<file path="config.mk">
export PLATFORM = sky130hd
export DESIGN_NAME = dtimer_top
export DESIGN_NICKNAME = d
export VERILOG_FILES = /design/src/rtl/dtimer_pkg.sv /design/src/rtl/dtimer_chan.sv /design/src/rtl/dtimer_datapath.sv /design/src/rtl/dtimer_ctrl.sv /design/src/rtl/dtimer_top.sv
export SDC_FILE = /design/constraint.sdc
export NUM_CORES = 1
export LEC_CHECK = 0
export BUFFER_PORTS_ARGS = -buffer_cell sky130_fd_sc_hd__buf_2
export CORE_MARGIN = 4
export CORE_UTILIZATION = 33
export DETAILED_ROUTE_END_ITERATION = 8
export PLACE_DENSITY = 0.57
export SLEW_MARGIN = 20
export SYNTH_ARGS = -nofsm -noshare
export SYNTH_HDL_FRONTEND = slang
export SYNTH_SLANG_ARGS = --single-unit
</file>
<file path="constraint.sdc">
create_clock -name clk -period 5.9 [get_ports clk]
set_input_delay 1.18 -clock clk [delete_from_list [all_inputs] [get_ports clk]]
set_output_delay 1.18 -clock clk [all_outputs]
set_load 0.005 [all_outputs]
</file>
<file path="src/rtl/dtimer_pkg.sv">
`timescale 1ns/1ps
package dtimer_pkg;
  localparam int WORD_W   = 32;
  localparam int CH_IDX_W = 4;
  localparam int SRC_W    = 2;
  localparam int PRE_W    = 3;
  localparam int NUM_SRC  = 2 ** SRC_W;
  localparam int SLOW_OFF = 256;
  localparam logic [15:0] SLOW_KEY = 16'h16AA;

  // Per-channel control word, bit 0 at the bottom.
  typedef struct packed {
    logic             mode;    // 1 = single-shot
    logic [PRE_W-1:0] pre;     // divide by 2^pre
    logic [SRC_W-1:0] src;     // tick input index
    logic             reload;  // self-clearing load request
    logic             en;
  } chctl_t;

  // Strobes from register decode to the datapath.
  typedef struct packed {
    logic                pendClr;
    logic                chCtrlWr;
    logic                chIntvWr;
    logic [CH_IDX_W-1:0] chIdx;
    logic [WORD_W-1:0]   data;
  } strobe_t;
endpackage

</file>
<file path="src/rtl/dtimer_chan.sv">
`timescale 1ns/1ps
module dtimer_chan
  import dtimer_pkg::*;
#(
  parameter int CNT_W = 32
) (
  input  logic               clk,
  input  logic               rst_n,
  input  logic               ctrlWr,
  input  logic               intvWr,
  input  logic [CNT_W-1:0]   wrData,
  input  logic [NUM_SRC-1:0] srcTick,
  output chctl_t             ctlOut,
  output logic [CNT_W-1:0]   intvOut,
  output logic [CNT_W-1:0]   cntOut,
  output logic               expire
);
  localparam int PCNT_W = (2 ** PRE_W) - 1;

  chctl_t            ctl;
  logic [CNT_W-1:0]  intv;
  logic [CNT_W-1:0]  cnt;
  logic [PCNT_W-1:0] preCnt;
  logic [PCNT_W-1:0] preMask;
  logic              srcHit;
  logic              effTick;
  logic              atEnd;

  always_comb begin
    srcHit  = srcTick[ctl.src];
    preMask = PCNT_W'((8'd1 << ctl.pre) - 8'd1);
    effTick = ctl.en & srcHit & ((preCnt & preMask) == preMask);
    atEnd   = (cnt <= CNT_W'(1));
    expire  = effTick & ~ctl.reload & atEnd;
  end

  always_ff @(posedge clk or negedge rst_n) begin
    if (!rst_n) begin
      ctl    <= '0;
      intv   <= '0;
      cnt    <= '0;
      preCnt <= '0;
    end else begin
      if (intvWr) intv <= wrData;

      if (ctrlWr) begin
        ctl <= chctl_t'(wrData[7:0]);
      end else begin
        ctl.reload <= 1'b0;
        if (expire && ctl.mode) ctl.en <= 1'b0;
      end

      if (ctl.reload) begin
        cnt <= intv;
      end else if (effTick) begin
        if (atEnd) cnt <= ctl.mode ? '0 : intv;
        else       cnt <= cnt - CNT_W'(1);
      end

      if (!ctl.en)     preCnt <= '0;
      else if (srcHit) preCnt <= preCnt + PCNT_W'(1);
    end
  end

  always_comb begin
    ctlOut        = ctl;
    ctlOut.reload = 1'b0;
  end
  assign intvOut = intv;
  assign cntOut  = cnt;

  AST_RELOAD_COPY: assert property (@(posedge clk) disable iff (!rst_n)
    ctl.reload |=> (cnt == $past(intv)));
  AST_COUNT_STEP: assert property (@(posedge clk) disable iff (!rst_n)
    (effTick && !ctl.reload && !atEnd) |=> (cnt == $past(cnt) - CNT_W'(1)));
  AST_WRAP_RELOAD: assert property (@(posedge clk) disable iff (!rst_n)
    (expire && !ctl.mode) |=> (cnt == $past(intv)));
  AST_ONESHOT_HALT: assert property (@(posedge clk) disable iff (!rst_n)
    (expire && ctl.mode && !ctrlWr) |=> (!ctl.en && cnt == '0));
endmodule

</file>
<file path="src/rtl/dtimer_datapath.sv">
`timescale 1ns/1ps
module dtimer_datapath
  import dtimer_pkg::*;
#(
  parameter int NUM_CH = 4,
  parameter int CNT_W  = 32
) (
  input  logic                          clk,
  input  logic                          rst_n,
  input  strobe_t                       stb,
  input  logic [NUM_SRC-1:0]            srcTick,
  output chctl_t [NUM_CH-1:0]           chCtl,
  output logic   [NUM_CH-1:0][CNT_W-1:0] chIntv,
  output logic   [NUM_CH-1:0][CNT_W-1:0] chCnt,
  output logic   [NUM_CH-1:0]           pend
);
  logic [NUM_CH-1:0] expireVec;
  logic [NUM_CH-1:0] clrMask;

  for (genvar g = 0; g < NUM_CH; g++) begin : g_chan
    logic ctrlHit;
    logic intvHit;
    assign ctrlHit = stb.chCtrlWr && (stb.chIdx == CH_IDX_W'(g));
    assign intvHit = stb.chIntvWr && (stb.chIdx == CH_IDX_W'(g));

    dtimer_chan #(.CNT_W(CNT_W)) chan_i (
      .clk     (clk),
      .rst_n   (rst_n),
      .ctrlWr  (ctrlHit),
      .intvWr  (intvHit),
      .wrData  (stb.data[CNT_W-1:0]),
      .srcTick (srcTick),
      .ctlOut  (chCtl[g]),
      .intvOut (chIntv[g]),
      .cntOut  (chCnt[g]),
      .expire  (expireVec[g])
    );
  end

  assign clrMask = stb.pendClr ? stb.data[NUM_CH-1:0] : '0;

  // A new expiry wins over a clear in the same cycle.
  always_ff @(posedge clk or negedge rst_n) begin
    if (!rst_n) pend <= '0;
    else        pend <= (pend & ~clrMask) | expireVec;
  end

  AST_PEND_CAPTURE: assert property (@(posedge clk) disable iff (!rst_n)
    (expireVec != '0) |=> ((pend & $past(expireVec)) == $past(expireVec)));
  AST_PEND_W1C: assert property (@(posedge clk) disable iff (!rst_n)
    (stb.pendClr && expireVec == '0) |=> ((pend & $past(clrMask)) == '0));
endmodule

</file>
<file path="src/rtl/dtimer_ctrl.sv">
`timescale 1ns/1ps
module dtimer_ctrl
  import dtimer_pkg::*;
#(
  parameter int NUM_CH = 4,
  parameter int CNT_W  = 32,
  parameter int ADDR_W = 12
) (
  input  logic                           clk,
  input  logic                           rst_n,
  input  logic [ADDR_W-1:0]              regAddr,
  input  logic                           regWrEn,
  input  logic [WORD_W-1:0]              regWrData,
  output logic [WORD_W-1:0]              regRdData,
  input  chctl_t [NUM_CH-1:0]            chCtl,
  input  logic   [NUM_CH-1:0][CNT_W-1:0] chIntv,
  input  logic   [NUM_CH-1:0][CNT_W-1:0] chCnt,
  input  logic   [NUM_CH-1:0]            pend,
  output strobe_t                        stb,
  output logic   [NUM_CH-1:0]            ienReg,
  output logic                           slowSel,
  output logic                           slowAuto
);
  logic                inLow;
  logic                isSlow;
  logic [3:0]          blk;
  logic [1:0]          sub;
  logic                chHit;
  logic [CH_IDX_W-1:0] chIdx;
  logic                ienWr;
  logic                slowWr;
  logic                keyOk;

  always_comb begin
    inLow  = (regAddr[ADDR_W-1:8] == '0) && (regAddr[1:0] == 2'b00);
    isSlow = (regAddr == ADDR_W'(SLOW_OFF));
    blk    = regAddr[7:4];
    sub    = regAddr[3:2];
    chHit  = inLow && (blk != 4'd0) && (int'(blk) <= NUM_CH);
    chIdx  = CH_IDX_W'(blk - 4'd1);
    keyOk  = (regWrData[31:16] == SLOW_KEY);
    ienWr  = regWrEn && inLow && (blk == 4'd0) && (sub == 2'd0);
    slowWr = regWrEn && isSlow;

    stb.pendClr  = regWrEn && inLow && (blk == 4'd0) && (sub == 2'd1);
    stb.chCtrlWr = regWrEn && chHit && (sub == 2'd0);
    stb.chIntvWr = regWrEn && chHit && (sub == 2'd1);
    stb.chIdx    = chIdx;
    stb.data     = regWrData;
  end

  always_ff @(posedge clk or negedge rst_n) begin
    if (!rst_n) begin
      ienReg   <= '0;
      slowSel  <= 1'b0;
      slowAuto <= 1'b0;
    end else begin
      if (ienWr) ienReg <= regWrData[NUM_CH-1:0];
      if (slowWr && keyOk) begin
        slowSel  <= regWrData[0];
        slowAuto <= regWrData[14];
      end
    end
  end

  always_comb begin
    regRdData = '0;
    if (isSlow) begin
      regRdData = {16'h0000, 1'b0, slowAuto, 13'h0000, slowSel};
    end else if (inLow && blk == 4'd0) begin
      if (sub == 2'd0)      regRdData = WORD_W'(ienReg);
      else if (sub == 2'd1) regRdData = WORD_W'(pend);
    end else if (chHit) begin
      for (int i = 0; i < NUM_CH; i++) begin
        if (chIdx == CH_IDX_W'(i)) begin
          case (sub)
            2'd0:    regRdData = WORD_W'(chCtl[i]);
            2'd1:    regRdData = WORD_W'(chIntv[i]);
            2'd2:    regRdData = WORD_W'(chCnt[i]);
            default: regRdData = '0;
          endcase
        end
      end
    end
  end

  AST_KEY_GUARD: assert property (@(posedge clk) disable iff (!rst_n)
    (slowWr && !keyOk) |=> ($stable(slowSel) && $stable(slowAuto)));
  AST_IEN_HOLD: assert property (@(posedge clk) disable iff (!rst_n)
    !ienWr |=> $stable(ienReg));
endmodule

</file>
<file path="src/rtl/dtimer_top.sv">
`timescale 1ns/1ps
module dtimer_top
  import dtimer_pkg::*;
#(
  parameter int NUM_CH = 4,
  parameter int CNT_W  = 32,
  parameter int ADDR_W = 12
) (
  input  logic               clk,
  input  logic               rst_n,
  input  logic [ADDR_W-1:0]  regAddr,
  input  logic               regWrEn,
  input  logic [WORD_W-1:0]  regWrData,
  output logic [WORD_W-1:0]  regRdData,
  input  logic [NUM_SRC-1:0] srcTick,
  output logic               irq,
  output logic               slowSel,
  output logic               slowAutoSwitch
);
  strobe_t                       stb;
  chctl_t [NUM_CH-1:0]           chCtl;
  logic   [NUM_CH-1:0][CNT_W-1:0] chIntv;
  logic   [NUM_CH-1:0][CNT_W-1:0] chCnt;
  logic   [NUM_CH-1:0]           pend;
  logic   [NUM_CH-1:0]           ienReg;

  dtimer_ctrl #(.NUM_CH(NUM_CH), .CNT_W(CNT_W), .ADDR_W(ADDR_W)) ctrl_i (
    .clk       (clk),
    .rst_n     (rst_n),
    .regAddr   (regAddr),
    .regWrEn   (regWrEn),
    .regWrData (regWrData),
    .regRdData (regRdData),
    .chCtl     (chCtl),
    .chIntv    (chIntv),
    .chCnt     (chCnt),
    .pend      (pend),
    .stb       (stb),
    .ienReg    (ienReg),
    .slowSel   (slowSel),
    .slowAuto  (slowAutoSwitch)
  );

  dtimer_datapath #(.NUM_CH(NUM_CH), .CNT_W(CNT_W)) dp_i (
    .clk     (clk),
    .rst_n   (rst_n),
    .stb     (stb),
    .srcTick (srcTick),
    .chCtl   (chCtl),
    .chIntv  (chIntv),
    .chCnt   (chCnt),
    .pend    (pend)
  );

  assign irq = |(pend & ienReg);

  AST_IRQ_NEEDS_PEND: assert property (@(posedge clk) disable iff (!rst_n)
    irq |-> (pend != '0 && ienReg != '0));
endmodule

</file>
==> results of run 1 <==
layout make-up:
cell class                 instances  area share, %
antenna                            3         0.0337
clock buffer                      57           5.28
clock inverter                     9          0.460
inverter                          42          0.707
multi-input combinational       1594           49.2
sequential                       326           36.6
tap                              773           4.34
timing repair buffer             123           3.38
kinds of logic (layout without fill, tap and decap cells):
logic type                 count (synthesis)  count (layout)
muxes                                    200             200
other                                      0               3
adders and majority gates                 12              12
DFF                                      326             326
xor gates and xnor gates                  54              54
and+or+nand+nor                          776             776
buffers and inverters                    196             231
AOI/OAI and AO/OA                        552             552
flip-flops by register name (all words and copies together), names as in the netlist:
name,flops
dp_i.g_chan.chan_i.ctl,4
ctrl_i.ienReg,4
dp_i.pend,4
dp_i.g_chan.chan_i.intvOut,128
ctrl_i.slowAuto,1
dp_i.g_chan.chan_i.preCnt,28
dp_i.g_chan.chan_i.ctlOut,28
dp_i.g_chan.chan_i.cntOut,128
ctrl_i.slowSel,1
placed cells by master, fill, tap and decap left out, types with 9 or more instances in the layout:
cell type / netlist / layout
a211o_1: 16 / 16
a211oi_1: 16 / 16
a21boi_0: 15 / 15
a21oi_1: 69 / 69
a221o_1: 35 / 35
a221oi_1: 24 / 24
a22oi_1: 86 / 86
a311oi_1: 12 / 12
a31oi_1: 17 / 17
and2_1: 34 / 34
and3_1: 20 / 20
and4_1: 9 / 9
buf_2: 35 / 84
buf_4: 5 / 35
clkbuf_16: 0 / 41
clkbuf_8: 0 / 9
dfrtp_1: 326 / 326
ha_1: 12 / 12
inv_1: 42 / 42
mux2_2: 137 / 137
mux2i_1: 58 / 58
nand2_1: 185 / 185
nand2b_1: 11 / 11
nand3_1: 63 / 63
nand4_1: 39 / 39
nor2_1: 151 / 151
nor2b_1: 16 / 14
nor3_1: 102 / 102
nor4_1: 41 / 41
o211ai_1: 14 / 14
o21ai_0: 90 / 90
o221ai_1: 18 / 18
o22ai_1: 39 / 39
o2bb2ai_1: 14 / 14
o31ai_1: 12 / 12
o41ai_1: 11 / 11
or3_1: 31 / 31
or4_1: 15 / 15
xnor2_1: 31 / 31
xor2_1: 23 / 23
final timing paths:
kind                                                    end
max reg2reg                dp_i.g_chan[0].chan_i.cntOut[12]
min                        dp_i.g_chan[0].chan_i.cntOut[31]
min in group asynchronous   dp_i.g_chan[2].chan_i.preCnt[4]
min reg2reg                dp_i.g_chan[0].chan_i.cntOut[31]
max                                           regRdData[14]
max in group asynchronous  dp_i.g_chan[0].chan_i.cntOut[12]
metrics by stage:
step           utilization (%)  cells
2_1_floorplan                -   2116
3_3_place_gp              35.3   2857
3_5_place_dp              35.3   2857
4_1_cts                   37.5   2923
5_1_grt                   37.5   2925
6_report                  37.6   2927
power by group through the flow:
stage	Clock, mW	Combinational [mW]	Sequential, mW
CTS	2.51	0.255	2.25
global route	2.60	0.274	2.25
detailed placement	0	0.254	2.29
floorplan	0	0.0962	2.29
finish	2.48	0.259	2.25
global placement	0	0.251	2.29
layer usage:
metal  track usage, %  part of all wire, %  vias up
met5                0                0.056        -
met4             7.74                  3.3        6
met3             5.29                  8.3      166
met2             38.0                   45      921
met1             33.7                   43     9324
li1                 -                    -     8092
==> results.sh, run 1 <==
export IMPL_skew_ns=0.0133
export IMPL_synth_mux_area_share_pct=11.2
export IMPL_critical_path_slowest_cell="nor2b_4"
export IMPL_tightest_slew_ns=1.12
export IMPL_floorplan_initialDensity_pct=33.6
export IMPL_dieArea_mm2=0.0644
export IMPL_grt_overflow_total=0
export IMPL_power_density_mw_per_mm2=224
export IMPL_die_x_um=254
export IMPL_vdd_drop_max_mv=0.176
export IMPL_r2r_start="dp_i.g_chan[0].chan_i.cntOut[0]"
export IMPL_cts_tree="done"
export IMPL_gp_congestion=1.00
export IMPL_dr_pass1_iters=6
export IMPL_fp_row_count=89
export IMPL_cts_buffers=40
export IMPL_synthFlopType="dfrtp_1"
export IMPL_cts_buffer_depth=3
export IMPL_slew_viol_final=0
export IMPL_rsz0062_at_grt="no"
export IMPL_seq_area_frac_synth_pct=41.0
export IMPL_hpwl_mm=57.4
export IMPL_worst_setup_path_type="in2out"
export IMPL_rrSetupSlack_ns=2.21
export IMPL_reg2reg_depth=8
export IMPL_status="complete, no violations"
export IMPL_worstSkewPairLatency_ns=0.57
export IMPL_path_cells="buf_2 > nor2b_4 > buf_4 > a22oi_1 > o22ai_1 > nor2_1 > o21ai_0 > buf_2"
export IMPL_ff_latch_area_mm2=0.00816
export IMPL_power_frac_comb_pct=5.2
export IMPL_max_cap_viol_count=0
export IMPL_hold_start="dp_i.g_chan[0].chan_i.intvOut[31]"
export IMPL_cts_setup_buffers=0
export IMPL_end_kind="primary output"
export IMPL_drt_iter0_drc=2339
export IMPL_power_frac_clock_pct=49.7
export IMPL_first_global_vias=17600
export IMPL_post_route_period_util_pct=84.8
export IMPL_hold_viol=0
export IMPL_multi_input_area_mm2=0.0110
export IMPL_grt_total_usage_pct=24.3
export IMPL_clkTransAtPathRegs_ns=0.06
export IMPL_timing_critical_path_buf_inv=3
export IMPL_synth_top_area_share_pct=41.0
export IMPL_hold_depth=1
export IMPL_timing_hold_ws_ns=0.502
export IMPL_cp_depth=8
export IMPL_swShare_pct=24.6
export IMPL_fmax_ghz=0.200
export IMPL_setup_slack_ns=0.894
export IMPL_cts_resized=0
export IMPL_vias_per_cell=6.32
export IMPL_syn_avg_cell_area_um2=9.41
export IMPL_worstPathMaxFanout=38
export IMPL_fin_nets=2190
export IMPL_syn_to_final_growth_pct=11.9
export IMPL_synth_top_family_by_area="simple AND/OR/NAND/NOR gates"
export IMPL_fin_crit_ns=5.01
export IMPL_tns_ns=0
export IMPL_arrival_ns=3.83
export IMPL_wl_per_cell_um=27.3
export IMPL_syn_nets=2179
export IMPL_synth_area_leaders="dfrtp_1 41%, mux2_2 7.7%, nand2_1 3.5%, a22oi_1 3.2%, mux2i_1 2.9%"
export IMPL_num_vias=18500
export IMPL_synth_cells=2116
export IMPL_grt_pass1_wl_mm=119
export IMPL_chipHeight_um=254
export IMPL_ant_nets=0
export IMPL_relSlewSlack_pct=25.3
export IMPL_synth_top_cell_by_area="dfrtp_1"
export IMPL_seq_power_share_pct=45.1
export IMPL_grt_max_degree=114
export IMPL_p_sw_mw=1.23
export IMPL_synth_compound_area_share_pct=20.2
export IMPL_synthSimpleGateAreaFrac_pct=20.4
export IMPL_synth_common_cells="326 x dfrtp_1, 185 x nand2_1, 151 x nor2_1"
export IMPL_path_delay_family="simple AND/OR/NAND/NOR gates"
export IMPL_p_total_mw=4.99
export IMPL_cp_startpoint="regAddr[3]"
export IMPL_final_area_mm2=0.0223
export IMPL_ys_ff_latch=326
export IMPL_routed_wl_mm=80.0
export IMPL_synth_xor_xnor_area_share_pct=2.37
export IMPL_detailed_place_area_mm2=0.0210
export IMPL_synthAdderAreaFrac_pct=0.754
export IMPL_critPathMaxStageDelay_ns=0.81
export IMPL_ys_warnings_count=0
export IMPL_port_buffers=85
export IMPL_path_common_cell="buf_2"
export IMPL_fill_cells=5901
export IMPL_antenna_found_initial=6
export IMPL_drc=0
export IMPL_cts_root_buf="clkbuf_16"
export IMPL_yosysMostFrequentCell="dfrtp_1"
export IMPL_dp_slack_ns=0.917
export IMPL_crit_path_start_kind="primary input"
export IMPL_syn_area_mm2=0.0199
export IMPL_p_int_mw=3.76
export IMPL_leakagePower_nw=9.40
export IMPL_core_area_mm2=0.0594
export IMPL_setup_viol=0
export IMPL_htree_num_levels=2
export IMPL_synth_edf_count=0
export IMPL_synthArstFlopShare_pct=100
export IMPL_required_ns=4.72
export IMPL_hold_class="reg2reg"
export IMPL_synth_distinct_cells=90
export IMPL_numClockSinks=326
export IMPL_cts_hold_buf=0
export IMPL_drive_gt1_share_pct=16.9
export IMPL_num_io_pins=86
No activity file was read; power rests on OpenSTA's default activity.
==> run 2: changes to the inputs <==
--- a/config.mk
+++ b/config.mk
@@ -9,7 +9,7 @@
 export CORE_MARGIN = 4
 export CORE_UTILIZATION = 33
 export DETAILED_ROUTE_END_ITERATION = 8
-export PLACE_DENSITY = 0.57
+export PLACE_DENSITY = 0.59
 export SLEW_MARGIN = 20
 export SYNTH_ARGS = -nofsm -noshare
 export SYNTH_HDL_FRONTEND = slang
==> constraint.sdc (replaced) <==
create_clock -name clk -period 4.55 [get_ports clk]
set_input_delay 0.91 -clock clk [delete_from_list [all_inputs] [get_ports clk]]
set_output_delay 0.91 -clock clk [all_outputs]
set_load 0.005 [all_outputs]
==> results.sh, run 2 (same netlist as run 1, synthesis figures left out) <==
export IMPL_status="complete, no violations"
export IMPL_rsz0062_at_grt="no"
export IMPL_grt_max_degree=92
export IMPL_num_io_pins=86
export IMPL_tightest_slew_ns=1.11
export IMPL_htree_num_levels=2
export IMPL_wl_met1_mm=34.0
export IMPL_cts_tree="done"
export IMPL_syn_to_final_growth_pct=13.1
export IMPL_path_common_cell="buf_2"
export IMPL_drc=0
export IMPL_rrSetupSlack_ns=1.19
export IMPL_grt_overflow_total=0
export IMPL_cts_buffer_depth=3
export IMPL_setup_viol=0
export IMPL_worstPathMaxFanout=4
export IMPL_fin_crit_ns=4.11
export IMPL_hold_class="in2async"
export IMPL_hpwl_mm=57.9
export IMPL_antenna_found_initial=4
export IMPL_detailed_place_area_mm2=0.0211
export IMPL_crit_path_start_kind="primary input"
export IMPL_fmax_ghz=0.243
export IMPL_core_area_mm2=0.0594
export IMPL_drive_gt1_share_pct=17.5
export IMPL_relSlewSlack_pct=25.6
export IMPL_cts_hold_buf=0
export IMPL_required_ns=3.64
export IMPL_arrival_ns=3.20
export IMPL_ant_nets=0
export IMPL_critical_path_slowest_cell="o311ai_0"
export IMPL_max_cap_viol_count=0
export IMPL_fp_row_count=89
export IMPL_met3_length_mm=7.68
export IMPL_end_kind="primary output"
export IMPL_numClockSinks=326
export IMPL_dr_pass1_iters=6
export IMPL_cts_setup_buffers=0
export IMPL_tns_ns=0
export IMPL_final_common_cell="dfrtp_1"
export IMPL_clkTransAtPathRegs_ns=0.06
export IMPL_worstSkewPairLatency_ns=0.59
export IMPL_post_route_period_util_pct=90.4
export IMPL_wl_per_cell_um=27.3
export IMPL_slew_viol_final=0
export IMPL_wl_met2_mm=35.7
export IMPL_skew_ns=0.0374
export IMPL_hold_viol=0
export IMPL_fin_nets=2202
export IMPL_port_buffers=85
export IMPL_vias_per_cell=6.34
export IMPL_drt_iter0_drc=2629
export IMPL_vdd_drop_max_mv=0.218
export IMPL_worst_setup_path_type="in2out"
export IMPL_die_x_um=254
export IMPL_critPathMaxStageDelay_ns=0.68
export IMPL_mostFrequentLayoutCells="326 x dfrtp_1, 185 x nand2_1, 151 x nor2_1, 137 x mux2_2, 102 x nor3_1"
export IMPL_floorplan_initialDensity_pct=33.6
export IMPL_first_global_vias=17700
export IMPL_dieArea_mm2=0.0644
export IMPL_cts_resized=0
export IMPL_grt_pass1_wl_mm=120
export IMPL_final_area_mm2=0.0225
export IMPL_cts_buffers=40
export IMPL_cts_root_buf="clkbuf_16"
export IMPL_chipHeight_um=254
export IMPL_routed_wl_mm=80.2
export IMPL_leakagePower_nw=9.51
export IMPL_power_density_mw_per_mm2=297
export IMPL_route_top_layer_used="met5"
export IMPL_num_vias=18700
export IMPL_grt_total_usage_pct=24.4
export IMPL_path_cells="buf_2 > or4_1 > nor3_2 > and3_1 > nand2b_1 > o311ai_0 > buf_2"
export IMPL_gp_congestion=1.01
run 2: critical path, delay by kind of cell:
| family | cells | cell delay [ns] |
|---|---|---|
| and+or+nand+nor | 4 | 1.29 |
| buffers and inverters | 2 | 0.33 |
| AOI/OAI and AO/OA | 1 | 0.68 |
run 2: power breakdown:
group | internal [mW] | switching, mW
Combinational | 0.0830 | 0.257
Clock | 2.09 | 1.33
Sequential | 2.91 | 0.0126
run 2: layout make-up:
class,instances,area [µm²]
Clock buffer,58,1190
Fill cell,5885,36800
Tap cell,773,967
Multi-Input combinational cell,1594,11000
Timing Repair Buffer,135,886
Sequential cell,326,8160
Antenna cell,4,10.0
Inverter,42,158
Clock inverter,10,186
run 2: path summary, 6_finish.rpt:
| kind | from | cells past startpoint | end |
|---|---|---|---|
| max reg2reg | dp_i.g_chan[1].chan_i.cntOut[10] | 7 | dp_i.g_chan[1].chan_i.cntOut[13] |
| min reg2reg | dp_i.g_chan[2].chan_i.intvOut[14] | 2 | dp_i.g_chan[2].chan_i.cntOut[14] |
| max | regAddr[1] | 7 | regRdData[0] |
| min | rst_n | 1 | dp_i.g_chan[2].chan_i.preCnt[5] |
| min in group clk | dp_i.g_chan[2].chan_i.intvOut[14] | 2 | dp_i.g_chan[2].chan_i.cntOut[14] |
| max in group asynchronous | rst_n | 2 | dp_i.g_chan[3].chan_i.intvOut[25] |
run 2: per-stage QoR:
stage,setup slack (ns),util [%],hold WS (ns),power [mW],cells
detailed placement,0.483,35.6,0.503,3.30,2870
global placement,0.418,35.6,0.487,3.30,2870
global route,0.282,37.9,0.383,6.86,2938
CTS,0.473,37.9,0.396,6.72,2938
floorplan,1.17,-,0.465,3.09,2116
finish,0.436,37.9,0.315,6.68,2942
run 2: metal layers:
layer | vias up | GRT usage, %
met5 | - | 0
met3 | 158 | 5.18
met1 | 9352 | 34.7
met2 | 1028 | 37.0
met4 | 2 | 8.03
li1 | 8110 | -
==> run 3: changes to the inputs <==
--- a/config.mk
+++ b/config.mk
@@ -5,6 +5,7 @@
 export SDC_FILE = /design/constraint.sdc
 export NUM_CORES = 1
 export LEC_CHECK = 0
+export ABC_AREA = 1
 export BUFFER_PORTS_ARGS = -buffer_cell sky130_fd_sc_hd__buf_2
 export CORE_MARGIN = 4
 export CORE_UTILIZATION = 33
==> results.sh, run 3 <==
export IMPL_antenna_found_initial=7
export IMPL_path_cells="buf_2 > nor3_2 > nand3_1 > nor2_8 > nand2_1 > nor2_1 > nand2_1 > nand3_1 > buf_2"
export IMPL_end_kind="primary output"
export IMPL_relSlewSlack_pct=27.8
export IMPL_core_area_mm2=0.0704
export IMPL_arrival_ns=3.16
export IMPL_fmax_ghz=0.246
export IMPL_vias_per_cell=5.24
export IMPL_fp_row_count=97
export IMPL_num_io_pins=86
export IMPL_power_frac_comb_pct=42.9
export IMPL_seq_area_frac_synth_pct=34.6
export IMPL_die_x_um=275
export IMPL_hold_viol=0
export IMPL_syn_nets=3883
export IMPL_power_density_mw_per_mm2=514
export IMPL_ys_ff_latch=326
export IMPL_vdd_drop_max_mv=0.220
export IMPL_numClockSinks=326
export IMPL_chipHeight_um=275
export IMPL_cts_resized=0
export IMPL_timing_critical_path_buf_inv=2
export IMPL_grt_overflow_total=0
export IMPL_dieArea_mm2=0.0758
export IMPL_grt_max_degree=83
export IMPL_num_vias=25300
export IMPL_ys_warnings_count=0
export IMPL_syn_area_mm2=0.0236
export IMPL_fin_crit_ns=4.07
export IMPL_gp_congestion=1.04
export IMPL_cts_buffer_depth=3
export IMPL_dr_pass1_iters=6
export IMPL_synth_edf_count=0
export IMPL_ant_nets=0
export IMPL_setup_viol=0
export IMPL_timing_hold_ws_ns=0.341
export IMPL_drc=0
export IMPL_first_global_vias=23300
export IMPL_cts_buffers=42
export IMPL_drive_gt1_share_pct=7.78
export IMPL_synth_cells=3820
export IMPL_fin_nets=3914
export IMPL_seq_power_share_pct=31.9
export IMPL_leakagePower_nw=13.4
export IMPL_worst_setup_path_type="in2out"
export IMPL_final_util_pct=37.2
export IMPL_cts_hold_buf=0
export IMPL_multi_input_area_mm2=0.0127
export IMPL_crit_path_start_kind="primary input"
export IMPL_skew_ns=0.0190
export IMPL_critical_path_slowest_cell="nor2_8"
export IMPL_floorplan_initialDensity_pct=33.5
export IMPL_mostFrequentLayoutCells="1468 x nand2_1, 499 x inv_1, 427 x nor2_1, 326 x dfrtp_1, 273 x nand3_1"
export IMPL_wl_per_cell_um=20.9
export IMPL_clkTransAtPathRegs_ns=0.06
export IMPL_final_cell_count_no_fill=4826
export IMPL_p_int_mw=7.17
export IMPL_worstPathMaxFanout=18
export IMPL_p_sw_mw=6.30
export IMPL_synth_distinct_cells=44
export IMPL_synth_top_cell_by_area="dfrtp_1"
export IMPL_grt_total_usage_pct=26.4
export IMPL_synth_area_leaders="dfrtp_1 35%, nand2_1 23%, inv_1 8.0%, nor2_1 6.9%, nand3_1 5.8%"
export IMPL_fill_cells=7818
export IMPL_critPathMaxStageDelay_ns=0.45
export IMPL_rsz0062_at_grt="no"
export IMPL_tns_ns=0
export IMPL_required_ns=3.64
export IMPL_ff_latch_area_mm2=0.00816
export IMPL_htree_num_levels=2
export IMPL_swShare_pct=46.8
export IMPL_yosysMostFrequentCell="nand2_1"
export IMPL_slew_viol_final=0
export IMPL_drt_iter0_drc=3060
export IMPL_tightest_slew_ns=1.08
export IMPL_path_delay_family="simple AND/OR/NAND/NOR gates"
export IMPL_max_cap_viol_count=0
export IMPL_synth_top_area_share_pct=34.6
export IMPL_post_route_period_util_pct=89.4
export IMPL_cts_setup_buffers=0
export IMPL_power_frac_clock_pct=25.1
export IMPL_synthArstFlopShare_pct=100
export IMPL_hold_class="in2async"
export IMPL_routed_wl_mm=101
export IMPL_final_common_cell="nand2_1"
export IMPL_cts_root_buf="clkbuf_16"
export IMPL_cts_tree="done"
export IMPL_dp_cells=4747
export IMPL_synthFlopType="dfrtp_1"
export IMPL_synth_common_cells="1470 x nand2_1, 500 x inv_1, 431 x nor2_1"
export IMPL_port_buffers=85
export IMPL_hpwl_mm=74.6
export IMPL_grt_pass1_wl_mm=151
export IMPL_syn_avg_cell_area_um2=6.17
export IMPL_worstSkewPairLatency_ns=0.59
export IMPL_status="complete, no violations"
export IMPL_syn_to_final_growth_pct=11.2
run 3: cell types whose count changed in the layout (fill, tap and decap cells not counted), moves of 75 or more:
| cell | change |
|---|---|
| nand3_1 | +210 |
| a22oi_1 | -86 |
| nor3_1 | -75 |
| nor2_1 | +276 |
| o21ai_0 | +125 |
| nand2_1 | +1283 |
| o21ai_1 | +78 |
| inv_1 | +457 |
| mux2_2 | -137 |
run 3: worst paths after layout:
check / from / end / slack [ns] / depth (start not counted)
max: regAddr[9] / regRdData[0] / 0.48 / 9
min: rst_n / dp_i.g_chan[2].chan_i.cntOut[25] / 0.34 / 1
min in group clk: dp_i.g_chan[0].chan_i.preCnt[6] / dp_i.g_chan[0].chan_i.preCnt[6] / 0.46 / 1
max reg2reg: dp_i.g_chan[0].chan_i.cntOut[0] / dp_i.g_chan[0].chan_i.cntOut[25] / 1.72 / 11
min reg2reg: dp_i.g_chan[0].chan_i.preCnt[6] / dp_i.g_chan[0].chan_i.preCnt[6] / 0.46 / 1
max in group asynchronous: rst_n / dp_i.g_chan[0].chan_i.intvOut[26] / 3.13 / 2
run 3: through the flow:
stage                     setup slack (ns)  power (mW)  area, µm²
after floorplan                       1.64        8.14      23600
after global placement               0.606        9.98      24800
after detailed placement             0.576        9.98      24800
after CTS                            0.571        13.4      26200
after global routing                 0.447        14.5      26200
final                                0.482        13.5      26200
run 3: power by group through the flow:
stage	Sequential [mW]	Combinational, mW	Clock, mW
2_1_floorplan	3.98	4.16	0
3_3_place_gp	4.32	5.66	0
3_5_place_dp	4.31	5.66	0
4_1_cts	4.28	5.69	3.44
5_1_grt	4.37	6.58	3.56
6_report	4.30	5.79	3.39
run 3: kinds of logic after synthesis:
logic type               synth area share [%]
AND/OR/NAND/NOR                          39.1
XOR/XNOR                                 1.26
flip-flops                               34.6
adder cells (fa/ha/maj)                 0.637
buffers and inverters                    11.7
AO/OA/AOI/OAI                            12.7
run 3: worst register-to-register path: stages, from the launching register on:
cell	delay [ns]
dfrtp_1	0.40
inv_1	0.22
ha_1	0.36
nand2_1	0.16
nor2_2	0.26
nand2_1	0.20
nand2_1	0.12
nand2_1	0.49
nand3_1	0.33
nand2_1	0.07
nand2_1	0.06
nand2_1	0.05
run 3: final cells by class:
type | instances | area share [%]
Sequential cell | 326 | 31.1
Multi-Input combinational cell | 2830 | 48.4
Antenna cell | 5 | 0.0477
Clock inverter | 17 | 0.578
Inverter | 514 | 7.37
Clock buffer | 57 | 4.61
Tap cell | 940 | 4.49
Timing Repair Buffer | 137 | 3.39
run 3: routing by layer:
layer  track usage, %  routed length, µm  vias to the layer above
met3             4.75               9210                      235
met5                0                 13                        -
met1             35.7              42600                    11800
met2             40.1              43000                     1152
li1                 -                  -                    12100
met4             13.8               6010                        2
